File: src/rtl/wdt_keyed_pkg.sv
package wdt_keyed_pkg;
   localparam int NUM_POST  = 4;
   localparam int SLOT_CTRL = 0;
   localparam int SLOT_LOAD = 1;
   localparam int SLOT_KEY  = 2;
   localparam int SLOT_TRIG = 3;
   localparam int RD_COUNT  = 4;
   localparam int RD_PEND   = 5;
   localparam int RD_RUN    = 6;

   localparam logic [31:0] KEY_START_A = 32'h0000_BBBB;
   localparam logic [31:0] KEY_START_B = 32'h0000_4444;
   localparam logic [31:0] KEY_STOP_A  = 32'h0000_AAAA;
   localparam logic [31:0] KEY_STOP_B  = 32'h0000_5555;

   typedef enum logic [1:0] {
      ARM_NONE  = 2'd0,
      ARM_START = 2'd1,
      ARM_STOP  = 2'd2
   } arm_e;
endpackage

File: src/rtl/wdt_post_slot.sv
module wdt_post_slot #(
   parameter int W   = 32,
   parameter int LAT = 2
) (
   input  logic         clk,
   input  logic         rst_n,
   input  logic         tick,
   input  logic         wr,
   input  logic [W-1:0] wdata,
   output logic         pend,
   output logic         commit,
   output logic [W-1:0] held
);
   localparam int AW = (LAT > 1) ? $clog2(LAT) : 1;

   if (LAT < 1) begin : g_bad_lat
      $error("wdt_post_slot: LAT must be at least 1");
   end

   logic accept;
   assign accept = wr && !pend;

   always_ff @(posedge clk) begin
      if (!rst_n) begin
         held <= '0;
      end else if (accept) begin
         held <= wdata;
      end
   end

   if (LAT == 1) begin : g_direct
      assign commit = pend && tick;
      always_ff @(posedge clk) begin
         if (!rst_n)       pend <= 1'b0;
         else if (accept)  pend <= 1'b1;
         else if (commit)  pend <= 1'b0;
      end
   end else begin : g_aged
      logic [AW-1:0] age;
      assign commit = pend && tick && (age == AW'(LAT - 1));
      always_ff @(posedge clk) begin
         if (!rst_n) begin
            pend <= 1'b0;
            age  <= '0;
         end else if (accept) begin
            pend <= 1'b1;
            age  <= '0;
         end else if (commit) begin
            pend <= 1'b0;
         end else if (pend && tick) begin
            age <= age + 1'b1;
         end
      end
   end
endmodule

File: src/rtl/wdt_key_seq.sv
module wdt_key_seq
   import wdt_keyed_pkg::*;
#(
   parameter int W = 32
) (
   input  logic         clk,
   input  logic         rst_n,
   input  logic         commit,
   input  logic [W-1:0] word,
   output logic         run
);
   if (W < 16) begin : g_bad_w
      $error("wdt_key_seq: key words need at least 16 bits");
   end

   arm_e arm;

   always_ff @(posedge clk) begin
      if (!rst_n) begin
         arm <= ARM_NONE;
         run <= 1'b0;
      end else if (commit) begin
         if (word == W'(KEY_START_A)) begin
            arm <= ARM_START;
         end else if (word == W'(KEY_STOP_A)) begin
            arm <= ARM_STOP;
         end else if (arm == ARM_START && word == W'(KEY_START_B)) begin
            arm <= ARM_NONE;
            run <= 1'b1;
         end else if (arm == ARM_STOP && word == W'(KEY_STOP_B)) begin
            arm <= ARM_NONE;
            run <= 1'b0;
         end else begin
            arm <= ARM_NONE;
         end
      end
   end
endmodule

File: src/rtl/wdt_tick_counter.sv
module wdt_tick_counter #(
   parameter int CNT_W = 32,
   parameter int PTV_W = 3
) (
   input  logic             clk,
   input  logic             rst_n,
   input  logic             tick,
   input  logic             run,
   input  logic             pre_en,
   input  logic [PTV_W-1:0] ptv,
   input  logic [CNT_W-1:0] load,
   input  logic             reload,
   output logic [CNT_W-1:0] count,
   output logic             ovf
);
   localparam int PCNT_W = 1 << PTV_W;

   if (PTV_W < 1 || PTV_W > 5) begin : g_bad_ptv
      $error("wdt_tick_counter: PTV_W must be 1..5");
   end

   logic [PCNT_W-1:0] pcnt;
   logic [PCNT_W-1:0] mask;
   logic              adv;

   assign mask = ~({PCNT_W{1'b1}} << ptv);
   assign adv  = !pre_en || ((pcnt & mask) == mask);

   always_ff @(posedge clk) begin
      if (!rst_n) begin
         count <= '0;
         pcnt  <= '0;
         ovf   <= 1'b0;
      end else begin
         ovf <= 1'b0;
         if (!run) begin
            pcnt <= '0;
         end
         if (reload) begin
            count <= load;
         end else if (tick && run) begin
            pcnt <= pcnt + 1'b1;
            if (adv) begin
               if (&count) begin
                  count <= load;
                  ovf   <= 1'b1;
               end else begin
                  count <= count + 1'b1;
               end
            end
         end
      end
   end
endmodule

File: src/rtl/wdt_keyed_top.sv
module wdt_keyed_top
   import wdt_keyed_pkg::*;
#(
   parameter int DATA_W   = 32,
   parameter int ADDR_W   = 3,
   parameter int CNT_W    = 32,
   parameter int PTV_W    = 3,
   parameter int PTV_LSB  = 2,
   parameter int POST_LAT = 2
) (
   input  logic              clk,
   input  logic              rst_n,
   input  logic              slow_tick,
   input  logic              wr_en,
   input  logic [ADDR_W-1:0] addr,
   input  logic [DATA_W-1:0] wdata,
   output logic [DATA_W-1:0] rdata,
   output logic              rst_req
);
   localparam int CTRL_W = PTV_LSB + PTV_W;

   if (ADDR_W < 3)          begin : g_bad_addr $error("ADDR_W must be at least 3"); end
   if (CNT_W > DATA_W)      begin : g_bad_cnt  $error("CNT_W exceeds DATA_W"); end
   if (CTRL_W > DATA_W)     begin : g_bad_ctrl $error("control field exceeds DATA_W"); end
   if (PTV_LSB < 1)         begin : g_bad_lsb  $error("PTV_LSB must leave bit 0 free"); end

   logic [NUM_POST-1:0] pend;
   logic [NUM_POST-1:0] commit;
   logic [DATA_W-1:0]   held [NUM_POST];

   for (genvar g = 0; g < NUM_POST; g++) begin : g_slot
      wdt_post_slot #(
         .W   (DATA_W),
         .LAT (POST_LAT)
      ) u_slot (
         .clk    (clk),
         .rst_n  (rst_n),
         .tick   (slow_tick),
         .wr     (wr_en && (addr == ADDR_W'(g))),
         .wdata  (wdata),
         .pend   (pend[g]),
         .commit (commit[g]),
         .held   (held[g])
      );
   end

   logic              run;
   logic [CTRL_W-1:0] ctrl_q;
   logic [CNT_W-1:0]  load_q;
   logic [DATA_W-1:0] key_q;
   logic [DATA_W-1:0] trig_q;
   logic              reload;
   logic [CNT_W-1:0]  count;

   assign reload = commit[SLOT_TRIG] && (held[SLOT_TRIG] != trig_q);

   always_ff @(posedge clk) begin
      if (!rst_n) begin
         ctrl_q <= '0;
         load_q <= '0;
         key_q  <= '0;
         trig_q <= '0;
      end else begin
         if (commit[SLOT_CTRL] && !run) ctrl_q <= held[SLOT_CTRL][CTRL_W-1:0];
         if (commit[SLOT_LOAD] && !run) load_q <= held[SLOT_LOAD][CNT_W-1:0];
         if (commit[SLOT_KEY])          key_q  <= held[SLOT_KEY];
         if (commit[SLOT_TRIG])         trig_q <= held[SLOT_TRIG];
      end
   end

   wdt_key_seq #(
      .W (DATA_W)
   ) u_keys (
      .clk    (clk),
      .rst_n  (rst_n),
      .commit (commit[SLOT_KEY]),
      .word   (held[SLOT_KEY]),
      .run    (run)
   );

   wdt_tick_counter #(
      .CNT_W (CNT_W),
      .PTV_W (PTV_W)
   ) u_count (
      .clk    (clk),
      .rst_n  (rst_n),
      .tick   (slow_tick),
      .run    (run),
      .pre_en (ctrl_q[0]),
      .ptv    (ctrl_q[PTV_LSB +: PTV_W]),
      .load   (load_q),
      .reload (reload),
      .count  (count),
      .ovf    (rst_req)
   );

   always_comb begin
      rdata = '0;
      case (int'(addr))
         SLOT_CTRL: rdata = DATA_W'(ctrl_q);
         SLOT_LOAD: rdata = DATA_W'(load_q);
         SLOT_KEY:  rdata = key_q;
         SLOT_TRIG: rdata = trig_q;
         RD_COUNT:  rdata = DATA_W'(count);
         RD_PEND:   rdata = DATA_W'(pend);
         RD_RUN:    rdata = DATA_W'(run);
         default:   rdata = '0;
      endcase
   end
endmodule

File: config.mk
export PLATFORM = sky130hd
export DESIGN_NAME = wdt_keyed_top
export DESIGN_NICKNAME = d
export VERILOG_FILES = /design/src/rtl/wdt_keyed_pkg.sv /design/src/rtl/wdt_post_slot.sv /design/src/rtl/wdt_key_seq.sv /design/src/rtl/wdt_tick_counter.sv /design/src/rtl/wdt_keyed_top.sv
export SDC_FILE = /design/constraint.sdc
export NUM_CORES = 1
export LEC_CHECK = 0
export CORE_MARGIN = 3
export CORE_UTILIZATION = 55
export CTS_CLUSTER_SIZE = 24
export DETAILED_ROUTE_END_ITERATION = 8
export DONT_BUFFER_PORTS = 1
export HOLD_SLACK_MARGIN = 0.15
export PLACE_DENSITY = 0.7
export RECOVER_POWER = 50
export SYNTH_ARGS = -nofsm -noshare
export SYNTH_HDL_FRONTEND = slang
export SYNTH_SLANG_ARGS = --single-unit
File: constraint.sdc
create_clock -name clk -period 4.8 [get_ports clk]
set_input_delay 1.2 -clock clk [delete_from_list [all_inputs] [get_ports clk]]
set_output_delay 1.2 -clock clk [all_outputs]
set_load 0.05 [all_outputs]
==> out/qor.txt, run 1 <==
PLACEMENT
--------------------------------------------------------------------------------------
Final weighted congestion in routability-driven placement ...............        0.932
Worst slack at placement ................................................     0.977 ns
PortBufs ................................................................            0
Detail Placement HPWL ...................................................      22.3 mm

YOSYS
--------------------------------------------------------------------------------------
Most area-consuming cells after synthesis ............................... sky130_fd_sc_hd__dfxtp_1 44%, sky130_fd_sc_hd__nand2_1 14%, sky130_fd_sc_hd__a21boi_0 13%
Mean post-synth cell area ...............................................    8.38 um^2
Post-Syn Instances ......................................................         1376
Portion of the post-synthesis area used by sequential elements ..........        43.9%
Flip-flop cell with the highest count after synthesis ................... sky130_fd_sc_hd__dfxtp_1
Count leader, synth ..................................................... sky130_fd_sc_hd__nand2_1
Ys async rst share ......................................................           0%
Post-synth EDFFs ........................................................            0
Post-synth cell types ...................................................           69
Commonest cells post-synth .............................................. 424 x sky130_fd_sc_hd__nand2_1, 253 x sky130_fd_sc_hd__dfxtp_1, 200 x sky130_fd_sc_hd__a21boi_0, 87 x sky130_fd_sc_hd__clkbuf_1, 42 x sky130_fd_sc_hd__xor2_1
Number of warnings issued by yosys ......................................            0
Number of synthesized register bits .....................................          253
Net count of the mapped netlist .........................................         1417
Proportion of netlist area held by the largest area contributor .........        43.9%
Netlist Area Pre-Place ..................................................   11500 um^2
Post-synthesis cell type with the largest combined area ................. sky130_fd_sc_hd__dfxtp_1

CELLS AND AREA
--------------------------------------------------------------------------------------
Antenna Diode Count .....................................................            0
Share of the core filled with cells .....................................        61.5%
Final layout net count ..................................................         1371
Fraction of final layout cells sized beyond drive strength 1 ............        6.23%
Synth-to-layout area growth .............................................        8.93%

TIMING
--------------------------------------------------------------------------------------
Period Utilization, post-route ..........................................        83.0%
Hold Slack ..............................................................     0.460 ns
Clock skew after layout .................................................   0.00781 ns
Fin worst setup slack ...................................................     0.815 ns
Setup repair after global routing missed its margin .....................           no
Worst rel slew slack ....................................................       -38.1%
Actual slew at the worst max-slew pin ...................................      2.07 ns
Number of pins with negative max-slew slack in the final report .........          167
Min Clock Period, post-route ............................................      3.99 ns
Setup violations, final .................................................            0
Final Hold Viols ........................................................            0
Sum of negative setup slack .............................................         0 ns
Upper clock frequency limit .............................................      251 MHz

PWR
--------------------------------------------------------------------------------------
Maximum ir drop on the vdd rail .........................................     0.298 mV
Internal Pwr Total ......................................................      3460 uW
Portion of total power attributed to sequential cells ...................        48.7%
Cell area power density .................................................  349 nW/um^2
PnR Total Power .........................................................      4390 uW
Leakage power of the design .............................................   0.00434 uW
Net Sw Power ............................................................       931 uW
Clock share of power ....................................................        48.8%
Combinational power share ...............................................         2.6%
Net Sw Frac .............................................................        21.2%

CLOCKING
--------------------------------------------------------------------------------------
Clock Path Buffers ......................................................            3
Post-CTS Resized ........................................................            0
Clock slew at the register clock pins of the worst setup and hold paths .      0.06 ns
Number of hold-repair buffers added at the cts stage ....................            0
Setup repair bufs after CTS .............................................            0
H-Tree Depth ............................................................            1
Root buffer cell ........................................................ sky130_fd_sc_hd__clkbuf_16
Insertion delay to the later sink of the worst-skew pair ................      0.54 ns
TritonCTS clock tree ....................................................        built
Number of sinks handled by clock tree synthesis .........................          253
TritonCTS buffer count ..................................................           27

GLOBAL ROUTING
--------------------------------------------------------------------------------------
GRT Util Overall ........................................................        29.8%
Global-route wire length before repair ..................................      52.3 mm
Antenna violations before repair ........................................            1
Number of global-route vias before repair ...............................         8878
Overflow after GRT ......................................................            0
Largest net degree at the start of global routing .......................          240

ROUTE
--------------------------------------------------------------------------------------
DRC violations left .....................................................            0
Detailed route wirelength on metal3 .....................................      2.74 mm
Met2 Routed Length ......................................................      15.4 mm
Total routed wire length on the met1 layer ..............................      14.8 mm
Count of TritonRoute iterations in the first routing pass ...............            5
Total via count after detailed routing ..................................         9787
Residual antenna-violating net count after detailed routing .............            0
Drt via density .........................................................         6.05
First DRT Iteration DRCs ................................................          838
Total wire length after detailed routing ................................      34.4 mm
Routed wirelength normalized by instance count ..........................      21.2 um
Top routing layer in use ................................................         met4

FLOORPLANNING
--------------------------------------------------------------------------------------
Die extent in y .........................................................       151 um
Area enclosed by the die boundary .......................................   22800 um^2
Area of the core region .................................................   20400 um^2
Initial core utilization ................................................        56.5%
Chip Width ..............................................................       151 um
Row Count ...............................................................           52
Count of pins on the block boundary .....................................           72

WORST SETUP PATH
--------------------------------------------------------------------------------------
CP arrival ..............................................................      2.79 ns
Maximum fanout along the worst path .....................................           24
Required time of the worst setup path ...................................      3.60 ns
Crit. End Element .......................................................   output pin
Class of the most critical setup path ...................................    in -> out
Startpoint type of the worst setup path .................................    input pin

FLOW RUN
--------------------------------------------------------------------------------------
Count of max-cap constraint violations ..................................            5

WORST HOLD PATH
--------------------------------------------------------------------------------------
Hold Path Class .........................................................   reg -> reg

STATUS
--------------------------------------------------------------------------------------
Violations in the final reports ......................................... capacitance limit, slew limit
Result of the run ....................................................... finished with violations

[final cells by class]
| class | count | area, um^2 |
|---|---|---|
| clock buffers | 32 | 724 |
| clock inverters | 16 | 186 |
| fillers | 1821 | 7860 |
| inverters | 4 | 15.0 |
| multi-input cells | 1022 | 6080 |
| flip-flops and latches | 253 | 5060 |
| well taps | 270 | 338 |
| repair buffers | 22 | 159 |
[power groups by stage]
stage                     registers [uW]  logic (uW)  clock network [uW]
final                               2140         113                2140
after global placement              2180         112                   0
after floorplan                     2180         110                   0
after global routing                2140         122                2240
after CTS                           2140         114                2160
after detailed placement            2180         113                   0
[kinds of logic (layout without fill, tap and decap cells)]
kind of cell / count (synthesis) / after routing / share of synthesized area, %
multiplexers: 22 / 22 / 2.26
AO/OA/AOI/OAI: 360 / 360 / 23.9
AND/OR/NAND/NOR: 593 / 593 / 22.9
buffers and inverters: 101 / 74 / 3.44
flip-flops: 253 / 253 / 43.9
XOR/XNOR: 45 / 45 / 3.42
adder cells (fa/ha/maj): 2 / 2 / 0.217
[final timing paths]
kind	startpoint	end	slack, ns	depth (start not counted)
worst max register to register	g_slot[3].u_slot.held[23]$_SDFFE_PN0P_	u_count.ovf$_SDFF_PP0_	1.15	7
worst min-delay path	g_slot[1].u_slot.held[25]$_SDFFE_PN0P_	load_q[25]$_SDFFE_PN0P_	0.46	2
worst min register to register	g_slot[1].u_slot.held[25]$_SDFFE_PN0P_	load_q[25]$_SDFFE_PN0P_	0.46	2
worst max-delay path	addr[1]	rdata[13]	0.81	5
[registers in the layout (all words and copies together), names as in the netlist]
signal                    flops
ctrl_q                        5
g_slot.u_slot.g_aged.age      4
g_slot.u_slot.held          101
g_slot.u_slot.pend            4
key_q                        32
load_q                       32
trig_q                       32
u_count.count                32
u_count.ovf                   1
u_count.pcnt                  7
u_keys.arm                    2
u_keys.run                    1
[through the flow]
step | std cells | instance area [um^2]
after detailed placement | 1571 | 11700
after global routing | 1619 | 12600
after CTS | 1619 | 12600
final | 1619 | 12600
after floorplan | 1376 | 11500
after global placement | 1571 | 11700
[worst max-delay path: stages]
cell and delay (ns):
sky130_fd_sc_hd__nor2b_1 0.20, sky130_fd_sc_hd__and2_0 0.48, sky130_fd_sc_hd__buf_12 0.26, sky130_fd_sc_hd__a22o_1 0.17, sky130_fd_sc_hd__a221o_1 0.45
[cell usage in the layout (no fill, tap or decap), types with 4 or more instances in the layout]
| cell | n |
|---|---|
| sky130_fd_sc_hd__mux2i_1 | 17 |
| sky130_fd_sc_hd__a22oi_1 | 4 |
| sky130_fd_sc_hd__a22o_1 | 27 |
| sky130_fd_sc_hd__nor2_1 | 26 |
| sky130_fd_sc_hd__nor3b_1 | 5 |
| sky130_fd_sc_hd__a21o_1 | 4 |
| sky130_fd_sc_hd__o21ai_0 | 17 |
| sky130_fd_sc_hd__and4_1 | 5 |
| sky130_fd_sc_hd__a21oi_1 | 20 |
| sky130_fd_sc_hd__o2bb2ai_1 | 9 |
| sky130_fd_sc_hd__clkinv_2 | 10 |
| sky130_fd_sc_hd__and3_1 | 17 |
| sky130_fd_sc_hd__nand3_1 | 27 |
| sky130_fd_sc_hd__nor4_1 | 18 |
| sky130_fd_sc_hd__a31oi_1 | 8 |
| sky130_fd_sc_hd__dfxtp_1 | 253 |
| sky130_fd_sc_hd__bufinv_16 | 4 |
| sky130_fd_sc_hd__inv_1 | 4 |
| sky130_fd_sc_hd__o22ai_1 | 6 |
| sky130_fd_sc_hd__buf_4 | 16 |
| sky130_fd_sc_hd__o221ai_1 | 4 |
| sky130_fd_sc_hd__nor2b_1 | 19 |
| sky130_fd_sc_hd__nand4_1 | 11 |
| sky130_fd_sc_hd__o211ai_1 | 5 |
| sky130_fd_sc_hd__o21ai_1 | 8 |
| sky130_fd_sc_hd__clkbuf_16 | 27 |
| sky130_fd_sc_hd__xor2_1 | 42 |
| sky130_fd_sc_hd__a221o_1 | 27 |
| sky130_fd_sc_hd__clkbuf_1 | 7 |
| sky130_fd_sc_hd__a21boi_0 | 200 |
| sky130_fd_sc_hd__nand2b_1 | 6 |
| sky130_fd_sc_hd__nand2_1 | 424 |
[metal layers]
metal	up-vias	global-route usage, %
met3	87	5.95
met4	0	11.6
met1	4642	41.3
met5	-	0
li1	4704	-
met2	354	46.1
No activity file was read; power rests on OpenSTA's default activity.
==> inputs of run 2 (changes only) <==
Settings changed: ABC_AREA set to 1.
Clock period 4.8 ns to 4 ns, I/O delays scaled along.
==> out/qor.txt, run 2 <==
YOSYS
--------------------------------------------------------------------------------------
Mean post-synth cell area ...............................................    6.87 um^2   -18%
Post-synthesis cell type with the largest combined area ................. sky130_fd_sc_hd__dfxtp_1
Proportion of netlist area held by the largest area contributor .........        42.4%   -1.5 points
Most area-consuming cells after synthesis ............................... sky130_fd_sc_hd__dfxtp_1 42%, sky130_fd_sc_hd__nand2_1 13%, sky130_fd_sc_hd__a21oi_1 9.1%
Flip-flop cell with the highest count after synthesis ................... sky130_fd_sc_hd__dfxtp_1
Commonest cells post-synth .............................................. 403 x sky130_fd_sc_hd__nand2_1, 253 x sky130_fd_sc_hd__dfxtp_1, 216 x sky130_fd_sc_hd__a21oi_1, 197 x sky130_fd_sc_hd__o21ai_0, 171 x sky130_fd_sc_hd__inv_1
Number of warnings issued by yosys ......................................            0   unchanged
Portion of the post-synthesis area used by sequential elements ..........        42.4%   -1.5 points
Netlist Area Pre-Place ..................................................   11900 um^2   +3.5%
Net count of the mapped netlist .........................................         1778   +25%
Ys async rst share ......................................................           0%   unchanged
Post-synth cell types ...................................................           39   -43%
Number of synthesized register bits .....................................          253   unchanged
Post-synth EDFFs ........................................................            0   unchanged
Count leader, synth ..................................................... sky130_fd_sc_hd__nand2_1
Post-Syn Instances ......................................................         1737   +26%

TIMING
--------------------------------------------------------------------------------------
Number of pins with negative max-slew slack in the final report .........           66   -60%
Fin worst setup slack ...................................................     0.657 ns   -0.157 ns
Period Utilization, post-route ..........................................        83.6%
Actual slew at the worst max-slew pin ...................................      2.72 ns   +0.651 ns
Min Clock Period, post-route ............................................      3.34 ns
Setup violations, final .................................................            0   unchanged
Worst rel slew slack ....................................................       -81.5%   -43 points
Upper clock frequency limit .............................................      299 MHz
Setup repair after global routing missed its margin .....................           no
Final Hold Viols ........................................................            0   unchanged
Clock skew after layout .................................................    0.0118 ns   +0.00394 ns
Sum of negative setup slack .............................................         0 ns   unchanged

WORST SETUP PATH
--------------------------------------------------------------------------------------
Crit. End Element .......................................................   output pin
CP max stage delay ......................................................      0.40 ns   -0.08 ns
Minimum setup slack among reg-to-reg paths ..............................      0.78 ns   -0.37 ns
CP top delay family ..................................................... buffers and inverters
Worst path buffer plus inverter count ...................................            3   +2
Maximum fanout along the worst path .....................................           21   -13%
Class of the most critical setup path ...................................    in -> out
End of the critical path ................................................    rdata[31]
Critical-path cell list ................................................. inv_1 > nand3_1 > buf_12 > o22ai_1 > a221o_1 > buf_12
Worst-case reg-to-reg path depth ........................................           13   +6
Reg-to-Reg Start ........................................................ trig_q[28]$_SDFFE_PN0P_
Startpoint type of the worst setup path .................................    input pin
Cell count along the critical path ......................................            6   +1
Required time of the worst setup path ...................................      3.00 ns   -0.60 ns
Crit path top cell by count ............................................. sky130_fd_sc_hd__buf_12
Critical path startpoint ................................................      addr[2]
Critical-path top delay cell ............................................ sky130_fd_sc_hd__nand3_1
Critical register-to-register path endpoint ............................. u_count.count[19]$_SDFFE_PN0P_
CP arrival ..............................................................      2.34 ns   -0.45 ns

GLOBAL ROUTING
--------------------------------------------------------------------------------------
Largest net degree at the start of global routing .......................          207   -14%
Antenna violations before repair ........................................            1   unchanged
Overflow after GRT ......................................................            0   unchanged
GRT Util Overall ........................................................        29.1%   -0.69 points
Number of global-route vias before repair ...............................        10300   +16%
Global-route wire length before repair ..................................      55.9 mm   +7.0%

WORST HOLD PATH
--------------------------------------------------------------------------------------
Hold Path Class .........................................................   reg -> reg

PWR
--------------------------------------------------------------------------------------
Internal Pwr Total ......................................................      4280 uW   +24%
Leakage power of the design .............................................   0.00516 uW   +19%
Maximum ir drop on the vdd rail .........................................     0.362 mV   +21%
Clock share of power ....................................................        49.0%   +0.2 points
Combinational power share ...............................................         3.8%   +1.2 points
Cell area power density .................................................  408 nW/um^2   +17%
Net Sw Power ............................................................      1190 uW   +28%
Portion of total power attributed to sequential cells ...................        47.1%   -1.6 points
Net Sw Frac .............................................................        21.8%   +0.59 points

STATUS
--------------------------------------------------------------------------------------
Result of the run ....................................................... finished with violations
Violations in the final reports ......................................... capacitance limit, slew limit

FLOORPLANNING
--------------------------------------------------------------------------------------
Area of the core region .................................................   21200 um^2   +3.5%
Chip Width ..............................................................       153 um   +1.6%
Count of pins on the block boundary .....................................           72   unchanged
Row Count ...............................................................           53   +1.9%
Initial core utilization ................................................        56.4%   about the same
Area enclosed by the die boundary .......................................   23500 um^2   +3.3%
Die extent in y .........................................................       153 um   +1.6%

CELLS AND AREA
--------------------------------------------------------------------------------------
Final layout net count ..................................................         1753   +28%
Synth-to-layout area growth .............................................        12.3%
Leading cell types in the layout, fill and taps excluded ................ 403 x sky130_fd_sc_hd__nand2_1, 253 x sky130_fd_sc_hd__dfxtp_1, 216 x sky130_fd_sc_hd__a21oi_1, 197 x sky130_fd_sc_hd__o21ai_0, 173 x sky130_fd_sc_hd__inv_1
Antenna Diode Count .....................................................            0   unchanged
Share of the core filled with cells .....................................        63.4%   +1.9 points
Largest register FFs ....................................................          101   unchanged
Most frequent standard cell in the layout excluding fill and tap cells .. sky130_fd_sc_hd__nand2_1
Number of standard cells in the layout, taps in and fillers out .........         2006   +24%
Largest reg by FF count ................................................. g_slot.u_slot.held
Fillers .................................................................         1938   +6.4%
Fraction of final layout cells sized beyond drive strength 1 ............        6.35%   +0.13 points

CLOCKING
--------------------------------------------------------------------------------------
Post-CTS Resized ........................................................            0   unchanged
TritonCTS buffer count ..................................................           26   -3.7%
Root buffer cell ........................................................ sky130_fd_sc_hd__clkbuf_16
H-Tree Depth ............................................................            1   unchanged
Number of sinks handled by clock tree synthesis .........................          253   unchanged
Clock slew at the register clock pins of the worst setup and hold paths .      0.06 ns   about the same
Number of hold-repair buffers added at the cts stage ....................            0   unchanged
Insertion delay to the later sink of the worst-skew pair ................      0.54 ns   about the same
Clock Path Buffers ......................................................            3   unchanged
TritonCTS clock tree ....................................................        built
Setup repair bufs after CTS .............................................            0   unchanged

FLOW RUN
--------------------------------------------------------------------------------------
Count of max-cap constraint violations ..................................            1   -4

PLACEMENT
--------------------------------------------------------------------------------------
# placed instances ......................................................         1959   +25%
Worst slack at placement ................................................     0.719 ns   -0.258 ns
Detail Placement HPWL ...................................................      23.9 mm   +7.4%
PortBufs ................................................................            0   unchanged
Final weighted congestion in routability-driven placement ...............        0.989   +6.1%

ROUTE
--------------------------------------------------------------------------------------
Total wire length after detailed routing ................................      35.1 mm   +2.1%
Drt via density .........................................................         5.65   -6.5%
Residual antenna-violating net count after detailed routing .............            0   unchanged
Total via count after detailed routing ..................................        11300   +16%
Routed wirelength normalized by instance count ..........................      17.5 um   -18%
First DRT Iteration DRCs ................................................         1100   +31%
DRC violations left .....................................................            0   unchanged
Count of TritonRoute iterations in the first routing pass ...............            8   +3

==> run 2: cell count changes in the layout (fill, tap and decap cells not counted), sizes merged, moves of 27 or more <==
cell,delta
a21boi,-201
nor2,+127
a22o,-27
xor2,-29
o21ai,+194
a21oi,+196
nand3,+43
inv,+175
==> run 2: worst register-to-register path, cell delays in order (launching register included) <==
cell	delay, ns
sky130_fd_sc_hd__dfxtp_1	0.32
sky130_fd_sc_hd__inv_1	0.12
sky130_fd_sc_hd__nand2_1	0.07
sky130_fd_sc_hd__nand2_1	0.05
sky130_fd_sc_hd__nand2_1	0.05
sky130_fd_sc_hd__nor2_1	0.11
sky130_fd_sc_hd__nand2_1	0.13
sky130_fd_sc_hd__nor2_1	0.26
sky130_fd_sc_hd__nand2_2	0.42
sky130_fd_sc_hd__nand2_2	0.21
sky130_fd_sc_hd__nand2_2	0.41
sky130_fd_sc_hd__inv_2	0.65
sky130_fd_sc_hd__nand2_1	0.15
sky130_fd_sc_hd__a21oi_1	0.19
==> run 2: logic make-up after synthesis <==
logic type	count (synthesis)	share of synthesized area, %
and+or+nand+nor	665	22.7
AOI/OAI and AO/OA	495	22.3
buffers and inverters	283	9.49
DFF	253	42.4
xor gates and xnor gates	39	2.86
adders and majority gates	2	0.210
==> run 2: layout make-up <==
class | instances | area [um^2] | area share, %
Timing Repair Buffer | 48 | 618 | 4.61
Sequential cell | 253 | 5060 | 37.8
Clock inverter | 12 | 228 | 1.70
Multi-Input combinational cell | 1201 | 5740 | 42.8
Clock buffer | 35 | 724 | 5.40
Tap cell | 275 | 344 | 2.57
Inverter | 182 | 688 | 5.13
==> run 2: worst min-delay path by stage <==
stage	endpoint	cells past startpoint	startpoint	slack (ns)
after floorplan	g_slot[0].u_slot.held[2]$_SDFFE_PN0P_	2	g_slot[0].u_slot.held[2]$_SDFFE_PN0P_	0.42
after global routing	g_slot[0].u_slot.held[2]$_SDFFE_PN0P_	2	g_slot[0].u_slot.held[2]$_SDFFE_PN0P_	0.45
final	g_slot[1].u_slot.held[1]$_SDFFE_PN0P_	2	g_slot[1].u_slot.held[1]$_SDFFE_PN0P_	0.44
after detailed placement	g_slot[0].u_slot.held[2]$_SDFFE_PN0P_	2	g_slot[0].u_slot.held[2]$_SDFFE_PN0P_	0.43
after global placement	g_slot[1].u_slot.held[0]$_SDFFE_PN0P_	2	g_slot[1].u_slot.held[0]$_SDFFE_PN0P_	0.43
after CTS	g_slot[0].u_slot.held[2]$_SDFFE_PN0P_	2	g_slot[0].u_slot.held[2]$_SDFFE_PN0P_	0.44
==> run 2: power by group through the flow <==
stage | Sequential [uW] | Combinational, uW | Clock, uW
2_1_floorplan | 2630 | 174 | 0
3_3_place_gp | 2640 | 205 | 0
3_5_place_dp | 2640 | 208 | 0
4_1_cts | 2580 | 210 | 2720
5_1_grt | 2580 | 235 | 2820
6_report | 2580 | 209 | 2680
==> run 2: per-stage QoR <==
stage                     hold WS [ns]  total power (uW)  area [um^2]
final                            0.444              5480        13400
after CTS                        0.442              5510        13400
after floorplan                  0.420              2810        11900
after global placement           0.430              2840        12500
after global routing             0.452              5630        13400
after detailed placement         0.433              2840        12500
==> run 2: layer usage <==
layer | track usage (%) | share of wire [%]
met1 | 41.1 | 43
met2 | 45.5 | 45
met3 | 5.41 | 8.5
met4 | 8.91 | 3.1
met5 | 0 | 0.037
==> inputs of run 3 (changes only) <==
Settings changed: PLACE_DENSITY 0.7 to 0.73.
Clock period 4 ns to 2.7 ns, I/O delays scaled along.
==> out/qor.txt, run 3 (synthesis gave the netlist of run 2 again) <==
FLOORPLANNING
--------------------------------------------------------------------------------------
Count of pins on the block boundary .....................................           72   unchanged
Die extent in y .........................................................       153 um   unchanged
Area of the core region .................................................   21200 um^2   unchanged
Row Count ...............................................................           53   unchanged
Area enclosed by the die boundary .......................................   23500 um^2   unchanged
Chip Width ..............................................................       153 um   unchanged
Initial core utilization ................................................        56.4%   unchanged

GLOBAL ROUTING
--------------------------------------------------------------------------------------
Global-route wire length before repair ..................................      55.9 mm   about the same
GRT Util Overall ........................................................        29.1%   about the same
Number of global-route vias before repair ...............................        10500   +2.0%
Largest net degree at the start of global routing .......................          207   unchanged
Antenna violations before repair ........................................            0   -1
Overflow after GRT ......................................................            0   unchanged

WORST SETUP PATH
--------------------------------------------------------------------------------------
Class of the most critical setup path ...................................    in -> out
Crit. End Element .......................................................   output pin
Crit path top cell by count ............................................. sky130_fd_sc_hd__nand2_1
CP max stage delay ......................................................      0.49 ns   +0.09 ns
Critical-path cell list ................................................. inv_2 > nand2_1 > nor2_2 > clkbuf_2 > nand2_1 > o2111ai_1 > buf_4
CP arrival ..............................................................      1.91 ns   -0.43 ns
Required time of the worst setup path ...................................      2.03 ns   -0.97 ns
Maximum fanout along the worst path .....................................           21   unchanged
Startpoint type of the worst setup path .................................    input pin
Critical-path top delay cell ............................................ sky130_fd_sc_hd__clkbuf_2

TIMING
--------------------------------------------------------------------------------------
Clock skew after layout .................................................    0.0175 ns   +0.00576 ns
Hold Slack ..............................................................     0.256 ns   -0.188 ns
Worst rel slew slack ....................................................       -2.18%   +79 points
Upper clock frequency limit .............................................      386 MHz
Period Utilization, post-route ..........................................        95.8%
Final Hold Viols ........................................................            0   unchanged
Setup repair after global routing missed its margin .....................           no
Min Clock Period, post-route ............................................      2.59 ns
Actual slew at the worst max-slew pin ...................................      1.53 ns   -1.19 ns
Fin worst setup slack ...................................................     0.113 ns   -0.545 ns
Setup violations, final .................................................            0   unchanged
Number of pins with negative max-slew slack in the final report .........           38   -42%
Sum of negative setup slack .............................................         0 ns   unchanged

CELLS AND AREA
--------------------------------------------------------------------------------------
Antenna Diode Count .....................................................            0   unchanged
Fraction of final layout cells sized beyond drive strength 1 ............        6.62%   +0.27 points
Largest reg by FF count ................................................. g_slot.u_slot.held
Largest register FFs ....................................................          101   unchanged
Final layout net count ..................................................         1762   +0.51%
Most frequent standard cell in the layout excluding fill and tap cells .. sky130_fd_sc_hd__nand2_1
Leading cell types in the layout, fill and taps excluded ................ 403 x sky130_fd_sc_hd__nand2_1, 253 x sky130_fd_sc_hd__dfxtp_1, 216 x sky130_fd_sc_hd__a21oi_1, 197 x sky130_fd_sc_hd__o21ai_0, 172 x sky130_fd_sc_hd__inv_1
Share of the core filled with cells .....................................        63.5%   +0.11 points
Synth-to-layout area growth .............................................        12.5%

ROUTE
--------------------------------------------------------------------------------------
DRC violations left .....................................................            0   unchanged
Total wire length after detailed routing ................................      35.3 mm   +0.64%
Residual antenna-violating net count after detailed routing .............            0   unchanged
Drt via density .........................................................         5.68   +0.47%
Total via count after detailed routing ..................................        11400   +0.72%
Routed wirelength normalized by instance count ..........................      17.6 um   +0.39%
Count of TritonRoute iterations in the first routing pass ...............            6   -2
First DRT Iteration DRCs ................................................         1257   +14%

STATUS
--------------------------------------------------------------------------------------
Result of the run ....................................................... finished with violations
Violations in the final reports ......................................... capacitance limit, slew limit

CLOCKING
--------------------------------------------------------------------------------------
Number of sinks handled by clock tree synthesis .........................          253   unchanged
Insertion delay to the later sink of the worst-skew pair ................      0.55 ns   about the same
Clock slew at the register clock pins of the worst setup and hold paths .      0.06 ns   about the same
TritonCTS clock tree ....................................................        built
Clock Path Buffers ......................................................            3   unchanged
Number of hold-repair buffers added at the cts stage ....................            0   unchanged
Root buffer cell ........................................................ sky130_fd_sc_hd__clkbuf_16
H-Tree Depth ............................................................            1   unchanged
TritonCTS buffer count ..................................................           27   +3.8%
Post-CTS Resized ........................................................            0   unchanged
Setup repair bufs after CTS .............................................            0   unchanged

PLACEMENT
--------------------------------------------------------------------------------------
Final weighted congestion in routability-driven placement ...............        0.983   -0.60%
PortBufs ................................................................            0   unchanged
Worst slack at placement ................................................     0.232 ns   -0.487 ns
Detail Placement HPWL ...................................................      24.3 mm   +1.7%

PWR
--------------------------------------------------------------------------------------
Leakage power of the design .............................................   0.00517 uW   +0.20%
Cell area power density .................................................  595 nW/um^2   +46%
PnR Total Power .........................................................      8000 uW   +46%
Maximum ir drop on the vdd rail .........................................     0.549 mV   +52%

FLOW RUN
--------------------------------------------------------------------------------------
Count of max-cap constraint violations ..................................            1   unchanged

WORST HOLD PATH
--------------------------------------------------------------------------------------
Hold Path Class .........................................................    in -> reg

## run 3: power breakdown
| part | internal (uW) | switching [uW] | total, uW | leakage [uW] |
|---|---|---|---|---|
| registers | 3790 | 33.1 | 3830 | 0.00204 |
| clock network | 2320 | 1530 | 3850 | 0.000445 |
| logic | 99.1 | 227 | 326 | 0.00268 |
| total | 6210 | 1780 | 8000 | 0.00517 |
## run 3: layout make-up
type / count / area, um^2
repair buffers: 56 / 674
clock buffers: 35 / 746
inverters: 182 / 688
fillers: 1953 / 7720
multi-input cells: 1201 / 5750
flip-flops and latches: 253 / 5060
well taps: 275 / 344
clock inverters: 9 / 166
## run 3: path summary, 6_finish.rpt
check                                        startpoint                               endpoint  slack (ns)  depth (start not counted)
hold / removal                                 wdata[6]  g_slot[2].u_slot.held[6]$_SDFFE_PN0P_        0.26                          2
setup reg to reg                trig_q[28]$_SDFFE_PN0P_         u_count.count[17]$_SDFFE_PN0P_        0.26                         13
setup / recovery                                addr[1]                              rdata[15]        0.11                          7
hold reg to reg   g_slot[1].u_slot.held[0]$_SDFFE_PN0P_  g_slot[1].u_slot.held[0]$_SDFFE_PN0P_        0.44                          2
## run 3: metrics by stage
stage / area, um^2 / cells
after floorplan: 11900 / 1737
after global placement: 12600 / 1967
after detailed placement: 12600 / 1967
after CTS: 13500 / 2011
after global routing: 13400 / 2011
final: 13400 / 2011
## run 3: per-layer routing
layer	part of all wire [%]	global-route usage (%)
met2	44	45.9
met3	7.8	4.81
met4	3.2	8.61
met5	0	0
met1	45	41.3
## run 3: worst max-delay path: cells and delay by family
kind / cells / cell delay [ns]
buf+inv: 3 / 0.78
compound gates: 1 / 0.15
simple gates: 3 / 0.30
